File: config.mk
export PLATFORM = sky130hd
export DESIGN_NAME = keywake_ctrl
export DESIGN_NICKNAME = d
export VERILOG_FILES = /design/src/rtl/keywake_ctrl.sv
export SDC_FILE = /design/constraint.sdc
export NUM_CORES = 1
export LEC_CHECK = 0
export ABC_AREA = 1
export BUFFER_PORTS_ARGS = -buffer_cell sky130_fd_sc_hd__buf_2
export CELL_PAD_IN_SITES_DETAIL_PLACEMENT = 0
export CELL_PAD_IN_SITES_GLOBAL_PLACEMENT = 1
export CORE_MARGIN = 3
export CORE_UTILIZATION = 45
export DETAILED_ROUTE_END_ITERATION = 6
export GPL_TIMING_DRIVEN = 0
export HOLD_SLACK_MARGIN = 0.03
export PLACE_DENSITY_LB_ADDON = 0.12
export SLEW_MARGIN = 10
export SYNTH_ARGS = -nofsm -noshare
export SYNTH_HDL_FRONTEND = slang
export SYNTH_SLANG_ARGS = --single-unit
export TNS_END_PERCENT = 5
File: constraint.sdc
create_clock -name clk -period 3.25 [get_ports clk]
set_input_delay 0.975 -clock clk [delete_from_list [all_inputs] [get_ports clk]]
set_output_delay 0.975 -clock clk [all_outputs]
set_load 0.02 [all_outputs]
File: src/rtl/keywake_ctrl.sv
module keywake_ctrl #(
  parameter int WIDTH       = 8,
  parameter int SYNC_STAGES = 2,
  parameter int AW          = 2
) (
  input  logic             clk,
  input  logic             rst_n,
  input  logic [AW-1:0]    addr,
  input  logic             we,
  input  logic [WIDTH-1:0] wdata,
  output logic [WIDTH-1:0] rdata,
  input  logic [WIDTH-1:0] pins,
  output logic             irq
);

  localparam logic [AW-1:0] ADR_EN  = AW'(0);
  localparam logic [AW-1:0] ADR_POL = AW'(1);
  localparam logic [AW-1:0] ADR_FLG = AW'(2);

  logic [SYNC_STAGES-1:0][WIDTH-1:0] sync_q;
  logic [WIDTH-1:0] en_q, pol_q, flag_q, match_q;
  logic [WIDTH-1:0] level, match, evt, clr;

  assign level = sync_q[SYNC_STAGES-1];
  assign match = ~(level ^ pol_q);
  assign evt   = match & ~match_q;
  assign clr   = (we && addr == ADR_FLG) ? wdata : '0;

  always_ff @(posedge clk or negedge rst_n) begin
    if (!rst_n) begin
      sync_q  <= '0;
      match_q <= '1;
      en_q    <= '0;
      pol_q   <= '0;
      flag_q  <= '0;
      irq     <= 1'b0;
    end else begin
      sync_q  <= {sync_q[SYNC_STAGES-2:0], pins};
      match_q <= match;
      if (we && addr == ADR_EN)  en_q  <= wdata;
      if (we && addr == ADR_POL) pol_q <= wdata;
      flag_q  <= (flag_q & ~clr) | evt;
      irq     <= |(flag_q & en_q);
    end
  end

  always_comb begin
    case (addr)
      ADR_EN:  rdata = en_q;
      ADR_POL: rdata = pol_q;
      ADR_FLG: rdata = flag_q;
      default: rdata = '0;
    endcase
  end

endmodule


==> impl_results.md <==
- Slew HR: 0.292
- Status: completed
- VDD IR max: 0.000338 V
- Total number of vias: 1567
- Routing usage on met2: 0.263
- Syn_nets: 251
- Multiplexer share of the synthesized area: 0
- Initial antenna violation count: 0
- Largest family of logic cells by synthesized area: simple AND/OR/NAND/NOR gates
- Largest area contributor in the netlist: dfrtp_1
- Initial DRC Count: 88
- Max clock buf depth: 2
- Synth cell types: 17
- Count leader, synth: nand2_1
- Total die area: 5430 µm²
- # nets final: 286
- Die height: 73.7 µm
- H-Tree Depth: 2
- P per Cell Area: 557 nW/µm²
- WP buf/inv: 3
- Ys async rst share: 1.00
- # port buffers: 28
- Fin Setup TNS: 0 ns
- Worst setup EP type: primary output
- Routed Antenna Nets: 0
- Most used cell along the critical path: buf_2
- Reg-to-reg slack, setup: 2.44 ns
- Num rows: 23
- Worst path top cell family by delay: buffers and inverters
- CP max stage cell: nor2_2
- Largest net degree at the start of global routing: 50
- CP Max Fanout: 10
- Clock Skew: 0.00540 ns
- Critical path class: in -> out
- Seq. cell area: 1240 µm²
- YS warnings: 0
- Setup ws final: 0.290 ns
- Mapped cell area: 2060 µm²
- Initial core utilization: 0.490
- Synth top cells by count: nand2_1, dfrtp_1, inv_1
- Critical Path End: rdata[4]
- Post-CTS Setup Inserts: 0
- Final critical-path required period: 2.96 ns
- Final setup viols: 0
- N_diodes: 0
- Die X: 73.7 µm
- Slew @ Worst Pin: 1.06 ns
- IO Pins: 30
- Multi-input logic area: 724 µm²
- Xor and xnor fraction of the mapped netlist area: 0
- Peak Freq: 0.338 GHz
- Reg-to-reg startpoint: en_q[7]$_DFFE_PN0P_
- Hold buffers post-CTS: 0
- Adder-Cell Fraction of Synth Area: 0
- CTS sink cnt: 49
- MaxCap Viol Count: 0
- Post-Synth Simple-Gate Area: 0.352
- Reg2reg end: irq$_DFF_PN0_
- DRC Markers: 0
- Gpl congestion: 0.732
- CTS buffer count: 5
- Worst-path cell chain: buf_2 -> nor2_2 -> buf_4 -> nand2_1 -> nand3_1 -> buf_2
- Area of the core: 4200 µm²
- Area delta synth->final: 13.8%
- TritonRoute pass-1 iters: 4
- RSZ-0062 raised after global routing: no
- Post-placement cell area: 2260 µm²
- Total Power: 1310 µW
- Synth Area in Compound Gates: 0
- CTS tree: yes
- Reg clk slew, reported paths: 0.08 ns
- Met1 Use GR: 0.247
- Hold Fails Final Rpt: 0
- Synth top area cells: dfrtp_1, nand2_1, dfstp_2
- Global route overflow: 0
- # fillers: 397
- Cts repair resizes: 0
- Seq cells post-synth: 49
- Layout cells sized above 1: 0.199
- Worst Setup SP: addr[0]
- Leak pwr: 0.00123 µW
- HPWL Detailed: 2770 µm
- Drt total wl: 4140 µm
- Worst hold path class: reg -> reg
- First-pass GRT wire length: 7110 µm
- Synth Instances: 230
- GRT busiest layer: met2
- Post-synth EDFFs: 0
- Vias per inst: 4.96
- WP depth: 6
- Required time worst endpoint: 2.27 ns
- Final Max Slew Viols: 0
- Startpoint Class: primary input
- Vias in the first global route: 1561
- Share of the synthesized area in the top cell type: 0.498
- Seq/Total Area, Yosys: 0.600
- R2R depth: 4
- Met3 Resource Use GR: 0.0465
- Dpl ws: 0.280 ns
- GRT Total Usage: 0.175
- Worst-skew pair later-pin latency: 0.30 ns
- Crit share post-route: 0.911
- Fin Hold WS: 0.353 ns
- Avg Inst Size Synth: 8.96 µm²
- Max incr delay on CP: 0.31 ns
- CP arrival: 1.99 ns
- Fin area: 2350 µm²
- Commonest register cell after synthesis: dfrtp_1
- Root Buffer Master: clkbuf_8
- Routed WL per cell: 13.1 µm
-- final cells by class --
class | instances | area share
sequential | 49 | 0.527
multi-input combinational | 158 | 0.309
timing repair buffer | 28 | 0.0597
clock buffer | 6 | 0.0309
inverter | 19 | 0.0304
tap | 50 | 0.0267
buffer | 4 | 0.0123
clock inverter | 2 | 0.00427
-- kinds of logic after synthesis --
logic type,count (synthesis)
flops,49
simple gates,158
buf+inv,23
-- registers in the layout, indices dropped and copies added, names as in the netlist --
| register | cells |
|---|---|
| irq | 1 |
| en_q | 8 |
| sync_q | 8 |
| match_q | 8 |
| pol_q | 8 |
| level | 8 |
| flag_q | 8 |
-- metrics by stage --
| stage | std cells | utilization |
|---|---|---|
| 6_report | 316 | 0.558 |
| 5_1_grt | 316 | 0.558 |
| 4_1_cts | 316 | 0.558 |
| 3_5_place_dp | 308 | 0.539 |
| 3_3_place_gp | 308 | 0.539 |
| 2_1_floorplan | 230 | - |
-- power by group --
part / internal [µW] / switching, µW / total, µW / leakage (µW)
clock: 149 / 193 / 342 / 0.0000450
combinational: 85.8 / 135 / 220 / 0.000626
sequential: 695 / 48.5 / 743 / 0.000557
total: 930 / 376 / 1310 / 0.00123
-- worst min path at each step --
stage	startpoint	endpoint	slack, ns	cells after the start
after floorplan	sync_q[0]$_DFF_PN0_	level[0]$_DFF_PN0_	0.33	0
after global placement	sync_q[2]$_DFF_PN0_	level[2]$_DFF_PN0_	0.33	0
after detailed placement	sync_q[3]$_DFF_PN0_	level[3]$_DFF_PN0_	0.33	0
after CTS	sync_q[3]$_DFF_PN0_	level[3]$_DFF_PN0_	0.35	0
after global routing	sync_q[4]$_DFF_PN0_	level[4]$_DFF_PN0_	0.36	0
final	sync_q[3]$_DFF_PN0_	level[3]$_DFF_PN0_	0.35	0
-- placed cells by master, fill, tap and decap left out --
cell type | Yosys | final
inv_2 | 1 | 1
clkinv_2 | 0 | 2
nand4_1 | 8 | 8
nor2_8 | 1 | 1
nand2_4 | 1 | 1
nor2_2 | 1 | 1
buf_2 | 2 | 30
dfrtp_1 | 41 | 41
nand2_1 | 111 | 111
clkbuf_1 | 0 | 1
nor2_1 | 2 | 2
nand3_1 | 16 | 16
inv_1 | 18 | 18
nor2_4 | 2 | 2
clkbuf_8 | 0 | 5
buf_6 | 1 | 1
and2_1 | 8 | 8
buf_4 | 1 | 1
dfstp_2 | 8 | 8
nand3b_1 | 8 | 8
-- layer usage --
metal / vias up / routed length [µm]
met5: - / 0
li1: 785 / -
met3: 5 / 221
met4: 0 / 57
met2: 32 / 1790
met1: 745 / 2070
Note: power is estimated with default switching activity, not from simulation.
